### config.mk
export PLATFORM = sky130hd
export DESIGN_NAME = sfp_probe
export DESIGN_NICKNAME = d
export VERILOG_FILES = /design/src/rtl/sfp_pkg.sv /design/src/rtl/sfp_id_decode.sv /design/src/rtl/sfp_legacy_decode.sv /design/src/rtl/sfp_seq.sv /design/src/rtl/sfp_probe.sv
export SDC_FILE = /design/constraint.sdc
export NUM_CORES = 1
export LEC_CHECK = 0
export ABC_CLOCK_PERIOD_IN_PS = 6300
export BUFFER_PORTS_ARGS = -buffer_cell sky130_fd_sc_hd__buf_2
export CAP_MARGIN = 25
export CORE_MARGIN = 4
export CORE_UTILIZATION = 35
export CTS_CLUSTER_DIAMETER = 150
export DETAILED_ROUTE_END_ITERATION = 8
export HOLD_SLACK_MARGIN = 0.12
export PLACE_DENSITY = 0.66
export SYNTH_ARGS = -nofsm -noshare
export SYNTH_HDL_FRONTEND = slang
export SYNTH_SLANG_ARGS = --single-unit
### constraint.sdc
create_clock -name clk -period 6.3 [get_ports clk]
set_clock_uncertainty 0.05 [all_clocks]
set_input_delay 0.315 -clock clk [delete_from_list [all_inputs] [get_ports clk]]
set_output_delay 0.315 -clock clk [all_outputs]
set_load 0.02 [all_outputs]
### src/rtl/sfp_pkg.sv
package sfp_pkg;

   typedef enum logic [1:0] {
      RES_NONE  = 2'd0,
      RES_OK    = 2'd1,
      RES_NODEV = 2'd2,
      RES_UNSUP = 2'd3
   } res_e;

   // compact geometry: log2 page address shift, log2 page count, binary flag
   typedef struct packed {
      logic [3:0] shift;
      logic [3:0] pages_log;
      logic       pow2;
   } geo_t;

   localparam geo_t GEO_ZERO = '{shift: 4'd0, pages_log: 4'd0, pow2: 1'b0};

   function automatic geo_t mk_geo(input logic [3:0] sh, input logic [3:0] pl,
                                   input logic p2);
      geo_t g;
      g.shift     = sh;
      g.pages_log = pl;
      g.pow2      = p2;
      return g;
   endfunction

endpackage

### src/rtl/sfp_id_decode.sv
module sfp_id_decode
   import sfp_pkg::*;
#(
   parameter logic [7:0] MFR_CODE = 8'h1F
) (
   input  logic [23:0] id_word,
   input  logic        st_pow2,
   output logic        known,
   output logic        needs_status,
   output geo_t        geo
);

   logic [7:0] mfr, dens, ext;
   logic       mfr_ok, in_range, fixed_rev, dual_mode;
   logic [3:0] ext_shift, pl;

   assign mfr  = id_word[23:16];
   assign dens = id_word[15:8];
   assign ext  = id_word[7:0];

   assign mfr_ok    = (mfr == MFR_CODE);
   assign in_range  = (dens >= 8'h22) && (dens <= 8'h28);
   assign fixed_rev = mfr_ok && (dens == 8'h27) && (ext == 8'h00);
   assign dual_mode = mfr_ok && in_range &&
                      (((ext == 8'h00) && (dens != 8'h27)) ||
                       ((dens == 8'h27) && (ext == 8'h01)));

   assign known        = fixed_rev || dual_mode;
   assign needs_status = dual_mode;

   always_comb begin
      ext_shift = 4'd9;
      pl        = 4'd9;
      case (dens)
         8'h22:   begin ext_shift = 4'd9;  pl = 4'd9;  end
         8'h23:   begin ext_shift = 4'd9;  pl = 4'd10; end
         8'h24:   begin ext_shift = 4'd9;  pl = 4'd11; end
         8'h25:   begin ext_shift = 4'd9;  pl = 4'd12; end
         8'h26:   begin ext_shift = 4'd10; pl = 4'd12; end
         8'h27:   begin ext_shift = 4'd10; pl = 4'd13; end
         8'h28:   begin ext_shift = 4'd11; pl = 4'd13; end
         default: begin ext_shift = 4'd9;  pl = 4'd9;  end
      endcase
   end

   always_comb begin
      if (fixed_rev)
         geo = mk_geo(4'd10, 4'd13, 1'b0);
      else if (dual_mode)
         geo = mk_geo(st_pow2 ? ext_shift - 4'd1 : ext_shift, pl, st_pow2);
      else
         geo = GEO_ZERO;
   end

endmodule

### src/rtl/sfp_legacy_decode.sv
module sfp_legacy_decode
   import sfp_pkg::*;
#(
   parameter bit LEGACY_EN = 1'b1
) (
   input  logic [7:0] status,
   output res_e       res,
   output geo_t       geo
);

   logic absent;
   assign absent = (status == 8'h00) || (status == 8'hFF);

   generate
      if (LEGACY_EN) begin : g_legacy
         always_comb begin
            res = RES_OK;
            geo = GEO_ZERO;
            if (absent) begin
               res = RES_NODEV;
            end else begin
               case (status[5:2])
                  4'd3:        geo = mk_geo(4'd9,  4'd9,  1'b0);
                  4'd5:        geo = mk_geo(4'd9,  4'd10, 1'b0);
                  4'd7:        geo = mk_geo(4'd9,  4'd11, 1'b0);
                  4'd9:        geo = mk_geo(4'd9,  4'd12, 1'b0);
                  4'd11:       geo = mk_geo(4'd10, 4'd12, 1'b0);
                  4'd13:       geo = mk_geo(4'd10, 4'd13, 1'b0);
                  4'd14, 4'd15: geo = mk_geo(4'd11, 4'd13, 1'b0);
                  default:     res = RES_UNSUP;
               endcase
            end
         end
      end else begin : g_no_legacy
         assign res = absent ? RES_NODEV : RES_UNSUP;
         assign geo = GEO_ZERO;
      end
   endgenerate

endmodule

### src/rtl/sfp_seq.sv
module sfp_seq #(
   parameter int         ID_BYTES  = 5,
   parameter logic [7:0] OP_ID     = 8'h9F,
   parameter logic [7:0] OP_STATUS = 8'hD7,
   parameter logic [7:0] FILL      = 8'h00
) (
   input  logic        clk,
   input  logic        rst_n,
   input  logic        start,
   input  logic        xfer_ack,
   input  logic [7:0]  xfer_rx,
   input  logic        id_known,
   input  logic        id_needs_status,
   output logic        xfer_req,
   output logic [7:0]  xfer_tx,
   output logic        xfer_end,
   output logic [23:0] id_word,
   output logic [7:0]  status_byte,
   output logic        accept,
   output logic        commit,
   output logic        path_id,
   output logic        done
);

   localparam int CNT_W = $clog2(ID_BYTES + 1);
   localparam int KEEP  = 3;

   typedef enum logic [2:0] {
      S_IDLE, S_ID_OP, S_ID_RD, S_ID_EV, S_ST_OP, S_ST_RD, S_ST_EV, S_DONE
   } st_e;

   st_e              state_q, state_d;
   logic [CNT_W-1:0] cnt_q;
   logic             path_q;
   logic [7:0]       st_q;
   logic             last_id, id_only;

   assign last_id = (cnt_q == CNT_W'(ID_BYTES - 1));
   assign id_only = id_known && !id_needs_status;
   assign accept  = start && ((state_q == S_IDLE) || (state_q == S_DONE));

   always_comb begin
      state_d = state_q;
      case (state_q)
         S_IDLE, S_DONE: if (accept)              state_d = S_ID_OP;
         S_ID_OP:        if (xfer_ack)            state_d = S_ID_RD;
         S_ID_RD:        if (xfer_ack && last_id) state_d = S_ID_EV;
         S_ID_EV:        state_d = id_only ? S_DONE : S_ST_OP;
         S_ST_OP:        if (xfer_ack)            state_d = S_ST_RD;
         S_ST_RD:        if (xfer_ack)            state_d = S_ST_EV;
         S_ST_EV:        state_d = S_DONE;
         default:        state_d = S_IDLE;
      endcase
   end

   always_ff @(posedge clk) begin
      if (!rst_n) begin
         state_q <= S_IDLE;
         cnt_q   <= '0;
         path_q  <= 1'b0;
         st_q    <= 8'h00;
      end else begin
         state_q <= state_d;
         if (accept)
            cnt_q <= '0;
         else if ((state_q == S_ID_RD) && xfer_ack)
            cnt_q <= cnt_q + CNT_W'(1);
         if (state_q == S_ID_EV)
            path_q <= id_known;
         if (accept)
            st_q <= 8'h00;
         else if ((state_q == S_ST_RD) && xfer_ack)
            st_q <= xfer_rx;
      end
   end

   generate
      for (genvar g = 0; g < KEEP; g++) begin : g_cap
         logic [7:0] byte_q;
         always_ff @(posedge clk) begin
            if (!rst_n)
               byte_q <= 8'h00;
            else if ((state_q == S_ID_RD) && xfer_ack && (cnt_q == CNT_W'(g)))
               byte_q <= xfer_rx;
         end
         assign id_word[(KEEP-1-g)*8 +: 8] = byte_q;
      end
   endgenerate

   assign status_byte = st_q;
   assign xfer_req    = (state_q == S_ID_OP) || (state_q == S_ID_RD) ||
                        (state_q == S_ST_OP) || (state_q == S_ST_RD);
   assign xfer_tx     = (state_q == S_ID_OP) ? OP_ID :
                        (state_q == S_ST_OP) ? OP_STATUS : FILL;
   assign xfer_end    = ((state_q == S_ID_RD) && last_id) || (state_q == S_ST_RD);
   assign commit      = ((state_q == S_ID_EV) && id_only) || (state_q == S_ST_EV);
   assign path_id     = (state_q == S_ID_EV) ? 1'b1 : path_q;
   assign done        = (state_q == S_DONE);

endmodule

### src/rtl/sfp_probe.sv
module sfp_probe
   import sfp_pkg::*;
#(
   parameter int         ID_BYTES  = 5,
   parameter int         PGSZ_W    = 11,
   parameter int         PAGES_W   = 14,
   parameter int         SHIFT_W   = 4,
   parameter bit         LEGACY_EN = 1'b1,
   parameter logic [7:0] OP_ID     = 8'h9F,
   parameter logic [7:0] OP_STATUS = 8'hD7,
   parameter logic [7:0] MFR_CODE  = 8'h1F,
   localparam int        SIZE_W    = PGSZ_W + PAGES_W
) (
   input  logic               clk,
   input  logic               rst_n,
   input  logic               probe_start,
   output logic               probe_done,
   output logic [1:0]         probe_result,
   output logic [PGSZ_W-1:0]  page_bytes,
   output logic [SHIFT_W-1:0] addr_shift,
   output logic [PAGES_W-1:0] page_count,
   output logic               pow2_pages,
   output logic [SIZE_W-1:0]  total_bytes,
   output logic [PGSZ_W-1:0]  erase_bytes,
   output logic               xfer_req,
   output logic [7:0]         xfer_tx,
   output logic               xfer_end,
   input  logic               xfer_ack,
   input  logic [7:0]         xfer_rx
);

   generate
      if (ID_BYTES < 3 || ID_BYTES > 16) begin : g_bad_idb
         $error("ID_BYTES must lie in 3..16");
      end
      if (PGSZ_W < 11) begin : g_bad_pgsz
         $error("PGSZ_W must hold 1056");
      end
      if (PAGES_W < 14) begin : g_bad_pages
         $error("PAGES_W must hold 8192");
      end
      if (SHIFT_W < 4) begin : g_bad_shift
         $error("SHIFT_W must hold 11");
      end
   endgenerate

   logic [23:0] id_word;
   logic [7:0]  status_byte;
   logic        accept, commit, path_id, seq_done;
   logic        id_known, id_needs_status;
   geo_t        id_geo, leg_geo, sel_geo;
   res_e        leg_res, sel_res;

   sfp_seq #(
      .ID_BYTES (ID_BYTES),
      .OP_ID    (OP_ID),
      .OP_STATUS(OP_STATUS),
      .FILL     (8'h00)
   ) u_seq (
      .clk            (clk),
      .rst_n          (rst_n),
      .start          (probe_start),
      .xfer_ack       (xfer_ack),
      .xfer_rx        (xfer_rx),
      .id_known       (id_known),
      .id_needs_status(id_needs_status),
      .xfer_req       (xfer_req),
      .xfer_tx        (xfer_tx),
      .xfer_end       (xfer_end),
      .id_word        (id_word),
      .status_byte    (status_byte),
      .accept         (accept),
      .commit         (commit),
      .path_id        (path_id),
      .done           (seq_done)
   );

   sfp_id_decode #(.MFR_CODE(MFR_CODE)) u_id (
      .id_word     (id_word),
      .st_pow2     (status_byte[0]),
      .known       (id_known),
      .needs_status(id_needs_status),
      .geo         (id_geo)
   );

   sfp_legacy_decode #(.LEGACY_EN(LEGACY_EN)) u_leg (
      .status(status_byte),
      .res   (leg_res),
      .geo   (leg_geo)
   );

   logic [PGSZ_W-1:0]  nb;
   logic [PAGES_W-1:0] np;
   logic [SIZE_W-1:0]  nt;
   logic [SHIFT_W-1:0] ns;

   always_comb begin
      sel_geo = path_id ? id_geo : leg_geo;
      sel_res = path_id ? RES_OK : leg_res;
      nb = '0;
      np = '0;
      nt = '0;
      ns = '0;
      if (sel_res == RES_OK) begin
         if (sel_geo.pow2)
            nb = PGSZ_W'(1) << sel_geo.shift;
         else
            nb = (PGSZ_W'(1) << (sel_geo.shift - 4'd1)) +
                 (PGSZ_W'(1) << (sel_geo.shift - 4'd6));
         np = PAGES_W'(1) << sel_geo.pages_log;
         nt = SIZE_W'(nb) << sel_geo.pages_log;
         ns = SHIFT_W'(sel_geo.shift);
      end
   end

   res_e res_q;

   always_ff @(posedge clk) begin
      if (!rst_n || accept) begin
         res_q       <= RES_NONE;
         page_bytes  <= '0;
         page_count  <= '0;
         total_bytes <= '0;
         addr_shift  <= '0;
         pow2_pages  <= 1'b0;
      end else if (commit) begin
         res_q       <= sel_res;
         page_bytes  <= nb;
         page_count  <= np;
         total_bytes <= nt;
         addr_shift  <= ns;
         pow2_pages  <= (sel_res == RES_OK) && sel_geo.pow2;
      end
   end

   assign probe_result = res_q;
   assign probe_done   = seq_done;
   assign erase_bytes  = page_bytes;

endmodule

# After elaboration in Yosys (flattened, before gate mapping)
# Cells that the tools add are included.
[classes]
order_cmp = 2
bitwise_logic = 1
mux = 27
reduce_logical = 42
shifts = 5
n_eq_ne = 34
addsub = 5
[ops]
columns = ["cell", "n"]
rows = [
  ["$pmux 9 s7", 1],
  ["$eq 8x6->1 const B", 6],
  ["$mux 9", 4],
  ["$mux 11", 3],
  ["$shl 1x4->11 const A", 3],
  ["$mux 25", 1],
  ["$shl 11x4->25", 1],
  ["$pmux 3 s7", 1],
  ["$eq 4x4->1 const B", 5],
  ["$logic_and 1x1->1", 18],
  ["$logic_not 8->1", 2],
  ["$mux 8", 2],
  ["$eq 3x3->1 const B", 5],
  ["$mux 3", 5],
  ["$mux 14", 1],
  ["$shl 1x4->14 const A", 1],
  ["$pmux 3 s4", 1],
  ["$reduce_or 2->1", 6],
  ["$add 11x11->11", 1],
  ["$logic_or 1x1->1", 10],
  ["$eq 3x2->1 const B", 3],
  ["$eq 4x3->1 const B", 2],
  ["$eq 8x1->1 const B", 1],
  ["$eq 8x5->1 const B", 1],
  ["21 further kinds", 32],
]
[word_totals]
regBits = 96
elab_cells = 129
input_bits = 12

# Longest topological paths before layout
[depth]
depth_word = 15
ltp_mapped = 25
depth_no_buf = 23

# Hierarchy
# A second synthesis with hierarchy kept.
[unflattened]
hier_cells = 759
hier_area_um2 = 6367.4
[modules_own_cells]
columns = ["module", "area_each_um2", "cells_each", "instances", "seq_area_each_um2"]
rows = [
  ["sfp_probe", 3936.3, 488, 1, 1141.1],
  ["sfp_seq", 1834.3, 189, 1, 780.7],
  ["sfp_id_decode", 329.1, 50, 1, 0.0],
  ["sfp_legacy_decode", 267.8, 32, 1, 0.0],
]

# Worst setup path before layout
# OpenSTA, ideal clock, no wires.
[synth_timing]
path_kind = "register to register"
from = "register u_seq.st_q[4], in the netlist u_seq.status_byte[4]"
to = "register total_bytes[18]"
t_required_ns = 6.134
t_arrival_ns = 4.963
period_less_slack_ns = 5.128
path_stages_with_launch = 26
path_slack_ns = 1.172
path_cell_list = "dfxtp_1 -> clkbuf_1 -> nand4_1 -> nor3_2 -> o31a_1 -> nor2_1 -> nor2_1 -> ha_1 -> nand3b_1 -> o41ai_2 -> nor4_1 -> a21oi_1 -> and3_1 -> clkbuf_1 -> nor2_1 -> ha_1 -> fa_1 -> a211oi_1 -> o21bai_1 -> a21oi_1 -> nor2_1 -> a211oi_1 -> o2111ai_1 -> nand3_1 -> nor3_2 -> a31o_1"
[synth_between]
elab_chain_len = 12
word_cells_on_any_way = 30
[synth_lines]
columns = ["element", "line", "source"]
rows = [
  ["start: declaration", "sfp_seq.sv:35", "logic [7:0] st_q;"],
  ["start signal: assignment", "sfp_seq.sv:73", "st_q <= xfer_rx;"],
  ["$eq 4x4->1", "sfp_legacy_decode.sv:22", "case (status[5:2])"],
  ["$reduce_or 2->1", "--", ""],
  ["$pmux 9 s7", "sfp_legacy_decode.sv:22", ""],
  ["$mux 9", "sfp_legacy_decode.sv:19", "if (absent) begin"],
  ["$mux 9", "sfp_probe.sv:98", "sel_geo = path_id ? id_geo : leg_geo;"],
  ["$sub 4x1->4 / $sub 4x3->4 (equally long branches)", "sfp_probe.sv:108, sfp_probe.sv:109", ""],
  ["$shl 1x4->11 (on tied branches)", "sfp_probe.sv:108, sfp_probe.sv:109", ""],
  ["$add 11x11->11", "sfp_probe.sv:108", "nb = (PGSZ_W'(1) << (sel_geo.shift - 4'd1)) +"],
  ["$mux 11", "sfp_probe.sv:105", "if (sel_geo.pow2)"],
  ["$mux 11", "sfp_probe.sv:104", "if (sel_res == RES_OK) begin"],
  ["$shl 11x4->25", "sfp_probe.sv:111", "nt = SIZE_W'(nb) << sel_geo.pages_log;"],
  ["$mux 25 *", "sfp_probe.sv:104", ""],
  ["end signal: assignment", "sfp_probe.sv:130", "total_bytes <= nt;"],
  ["end: declaration", "sfp_probe.sv:23", "output logic [SIZE_W-1:0] total_bytes,"],
]
# Every way passes the cells marked *; elsewhere a longest branch is shown, timed or not. The select of a mux whose other input is x is not followed.
# A chain may end at the register's enable or synchronous reset.

# Worst setup path after layout
[layout_timing]
from = "register u_seq.state_q[2]"
to = "register total_bytes[19]"
[layout_between]
elab_chain_len = 10
word_cells_on_any_way = 23
[layout_lines]
columns = ["element", "line", "source"]
rows = [
  ["start: declaration", "sfp_seq.sv:32", "st_e state_q, state_d;"],
  ["start signal: assignment", "sfp_seq.sv:63", "state_q <= state_d;"],
  ["$eq 3x2->1", "sfp_seq.sv:96, sfp_seq.sv:97", ""],
  ["$mux 1", "sfp_seq.sv:97", "assign path_id = (state_q == S_ID_EV) ? 1'b1 : path_q;"],
  ["$mux 9", "sfp_probe.sv:98", ""],
  ["$sub 4x1->4 / $sub 4x3->4 (equally long branches)", "sfp_probe.sv:108, sfp_probe.sv:109", ""],
  ["$shl 1x4->11 (on tied branches)", "sfp_probe.sv:108, sfp_probe.sv:109", ""],
  ["$add 11x11->11", "sfp_probe.sv:108", ""],
  ["$mux 11", "sfp_probe.sv:105", ""],
  ["$mux 11", "sfp_probe.sv:104", ""],
  ["$shl 11x4->25", "sfp_probe.sv:111", ""],
  ["$mux 25", "sfp_probe.sv:104", ""],
]
# Parallel ways exist; a longest one is shown, timed or not. The select of a mux whose other input is x is not followed.

==> impl_results.md <==
* Clock share of power at 0.399
* Final period utilization at 0.902
* Worst slack at placement at 0.656 ns
* Clock H-tree levels at 3
* Peak VDD IR at 0.000169 V
* Highest attainable clock frequency at 176 MHz
* Max Slew Vio Count at 0
* Total number of placement rows at 46
* Result of the run: finished clean
* Worst slew pin tran at about 1.1 ns
* Clk root buf: clkbuf_16
* Number of standard cells in the final layout excluding fillers at 976
* Pin count of the biggest net entering global routing at 49
* Combinational share of power at 0.160
* Part of the power in registers at 0.441
* Net count, final at 786
* Number of violations of the max-capacitance limit at 0
* Dominant combinational cell family by area after synthesis: simple AND/OR/NAND/NOR gates
* Synthesis-stage register bit count at 96
* Cell type group with the largest total delay on the critical path: compound AO/OA/AOI/OAI gates
* Share of layout cells above drive strength 1 at 0.196
* Power per standard cell area at 220 mW/mm^2
* Routed Wire Length at 15300 um
* Router iterations before antenna repair at 5
* Largest fanout of any net on the critical path at 15
* Die Y at around 130 um
* Hpwl dp at 11200 um
* Latest clock arrival within the worst-skew pair at 0.35 ns
* TritonCTS clock tree: yes
* Placeable core region at 0.0158 mm^2
* Compound-cell area share of the yosys netlist at 0.218
* Number of unique standard cell types used by synthesis at 77
* Cell breakdown of the critical path: nand3b_1 > nor2b_1 > buf_4 > o31a_1 > nor2_1 > nor2_1 > ha_1 > nand3b_1 > o41ai_2 > nor4_1 > a21oi_1 > and3_1 > nor2_1 > ha_1 > fa_1 > a211oi_1 > o21bai_1 > a21oi_1 > nor2_1 > a211oi_1 > xnor2_2 > a221oi_2 > o21ai_1
* Via count of the first global-routing pass at 4779
* Critical path buffers and inverters at 1
* Buffers added on ports at between 80 and 90
* CP most frequent cell: nor2_1
* Routed Antenna Nets at 0
* Crit path setup slack, layout at roughly 0.62 ns
* Net switching power at 0.407 mW
* Global placement routability congestion at just under 0.9
* Post-route DRC at 0
* Largest stage delay on the critical path at 0.56 ns
* Startpoint-to-endpoint class of the critical path: reg -> reg
* Drt wl/cell at 15.7 um
* Routed vias at about 5.2k
* Number of synthesized flops with an enable pin at 0
* Kind of end point of the critical path: register
* Post-route cell area at about 0.0064 mm^2
* Worst path arrival time at 5.87 ns
* Clock buffer count from CTS at 9
* Simple-gate portion of the synthesized area at 0.276
* Total inserted antenna cells at 0
* Placed insts at approximately 960
* Setup repair after global routing missed its margin: false
* Fraction of the yosys area taken by sequential cells at 0.343
* Setup crit start kind: register
* Main flop type after synthesis: dfxtp_1
* Share of synthesized registers carrying an async set or reset at 0
* DIE AREA at between 0.015 and 0.02 mm^2
* Switching Fraction at 0.288
* CTS Hold Buffers Added at 0
* Setup violation total in the final timing report at 0
* Antenna violations before repair at 0
* DRC marker count from the first detailed-route iteration at 502
* Critical-path cell with the highest stage delay: dfxtp_1
* Warnings from Yosys at 0
* Number of buffers added for setup after CTS at 0
* Portion of netlist area occupied by mux cells at 0.0375
* Per-cell via count in the routed design at 5.35
* Wire length of the first global-routing pass at around 24000 um
* Post-Synthesis Cells at 702
* Largest buffer count on any clock path at 2
* Path category of the worst min-delay check: in -> reg
* Starting density of the core at 0.356
* Average footprint of a synthesized cell at roughly 8.0 um^2
* Internal cell power at roughly 1 mW
* Clock Sinks at 96
* Final total power at 1.41 mW
* Quantity of gates resized following cts at 0
* Xor and xnor area share after synthesis at 0.0232
* Clock-pin slew reported for the worst setup and hold paths after clock tree synthesis at 0.07 ns
* Overall routing resource usage at 0.164
* Area overhead of the layout relative to synthesis at 14.3%
* IO Pins at 91
* Accumulated negative setup slack at 0 ns
* Worst relative slew slack at 0.281
* Final Hold Viols at 0
* Die span in x at around 130 um
* Leak pwr at 2.63 nW
* Total overflow reported by the global router at 0
* Post-Place Cell Area at 0.00610 mm^2
* Post-route minimum period at 5.68 ns
* Synth Cell Area at roughly 0.0056 mm^2
* WP data required at 6.49 ns
* Adder-cell share of the synthesized area at 0.0415
## cell families (layout without fill, tap and decap cells)
| family | count (synthesis) | after routing |
|---|---|---|
| other | 2 | 8 |
| buffers and inverters | 66 | 118 |
| AOI/OAI and AO/OA | 179 | 179 |
| muxes | 20 | 20 |
| and+or+nand+nor | 307 | 307 |
| DFF | 96 | 96 |
| xor gates and xnor gates | 14 | 14 |
| adders and majority gates | 18 | 18 |
## cells in the mapped netlist (6+ instances only)
cell      number  area, um^2
a211oi_1       7        52.6
a21oi_1       63         315
a22o_1         7        61.3
a22oi_1       15         113
and2_1         6        37.5
and3_1        24         150
buf_2         10        50.1
buf_4         18         135
clkbuf_1      26        97.6
dfxtp_1       96        1920
ha_1          17         213
mux2_2         7        78.8
mux2i_1       12         120
nand2_1       91         342
nand3_1       38         190
nor2_1        73         274
nor2b_1       12        75.1
nor3_1        17        85.1
o21ai_0       19        95.1
o21ai_1       14        70.1
xnor2_1        8        70.1
## final cells by class
class                   instances  area (um^2)
well taps                     216          270
repair buffers                 97          505
multi-input cells             546         3380
fillers                      1657         9360
clock inverters                 5         65.1
clock buffers                  10          239
inverters                       6         22.5
flip-flops and latches         96         1920
## tightest hold or removal path: stages
cell and delay (ns):
buf_2 0.12, o21ai_0 0.07, a31oi_1 0.04
## power groups by stage
| stage | logic, mW | clock network, mW | registers (mW) |
|---|---|---|---|
| 3_5_place_dp | 0.225 | 0 | 0.635 |
| 4_1_cts | 0.226 | 0.576 | 0.621 |
| 3_3_place_gp | 0.224 | 0 | 0.635 |
| 6_report | 0.226 | 0.563 | 0.621 |
| 2_1_floorplan | 0.177 | 0 | 0.630 |
| 5_1_grt | 0.249 | 0.602 | 0.622 |
## worst paths after layout
kind	depth (start not counted)	startpoint	slack, ns	endpoint
worst max-delay path	23	u_seq.state_q[2]$_SDFFE_PN0P_	0.62	total_bytes[19]$_SDFFE_PP0P_
worst min-delay path	3	rst_n	0.19	u_seq.state_q[0]$_SDFFE_PN0P_
worst max register to register	23	u_seq.state_q[2]$_SDFFE_PN0P_	0.62	total_bytes[19]$_SDFFE_PP0P_
worst min register to register	2	total_bytes[17]$_SDFFE_PP0P_	0.40	total_bytes[17]$_SDFFE_PP0P_
## registers in the layout, summed over array words and instances (netlist names)
register and count:
total_bytes 25, u_seq.g_cap.byte_q 24, u_seq.cnt_q 3, erase_bytes 11, u_seq.path_q 1, probe_result 2, u_seq.status_byte 8, page_count 14
addr_shift 4, u_seq.state_q 3, pow2_pages 1
## layout by cell type, fill, tap and decap left out, types with 8 or more instances in the layout
master,netlist,layout
nor2b_1,12,12
a21oi_1,63,63
nor3_1,17,17
mux2i_1,12,12
xnor2_1,8,8
nor2_1,73,73
buf_4,18,8
nand3_1,38,38
o21ai_0,19,19
o21ai_1,14,13
buf_2,10,89
ha_1,17,17
conb_1,2,8
a22oi_1,15,15
and3_1,24,24
nand2_1,91,91
clkbuf_16,0,9
dfxtp_1,96,96
## stage by stage
stage / utilization / hold WS, ns
final: 0.406 / 0.191
after global routing: 0.406 / 0.196
after CTS: 0.406 / 0.180
after detailed placement: 0.387 / 0.391
after global placement: 0.387 / 0.383
after floorplan: - / 0.381
## metal layers
layer | vias to the layer above | GRT usage | wire (um) | share of wire
met2 | 182 | 0.272 | 7290 | 0.48
met1 | 2414 | 0.214 | 6890 | 0.45
met4 | 0 | 0.0452 | 163 | 0.011
met5 | - | 0 | 0 | 0
met3 | 17 | 0.0384 | 977 | 0.064
li1 | 2610 | - | - | -
Power figures use the tool's default switching activity.
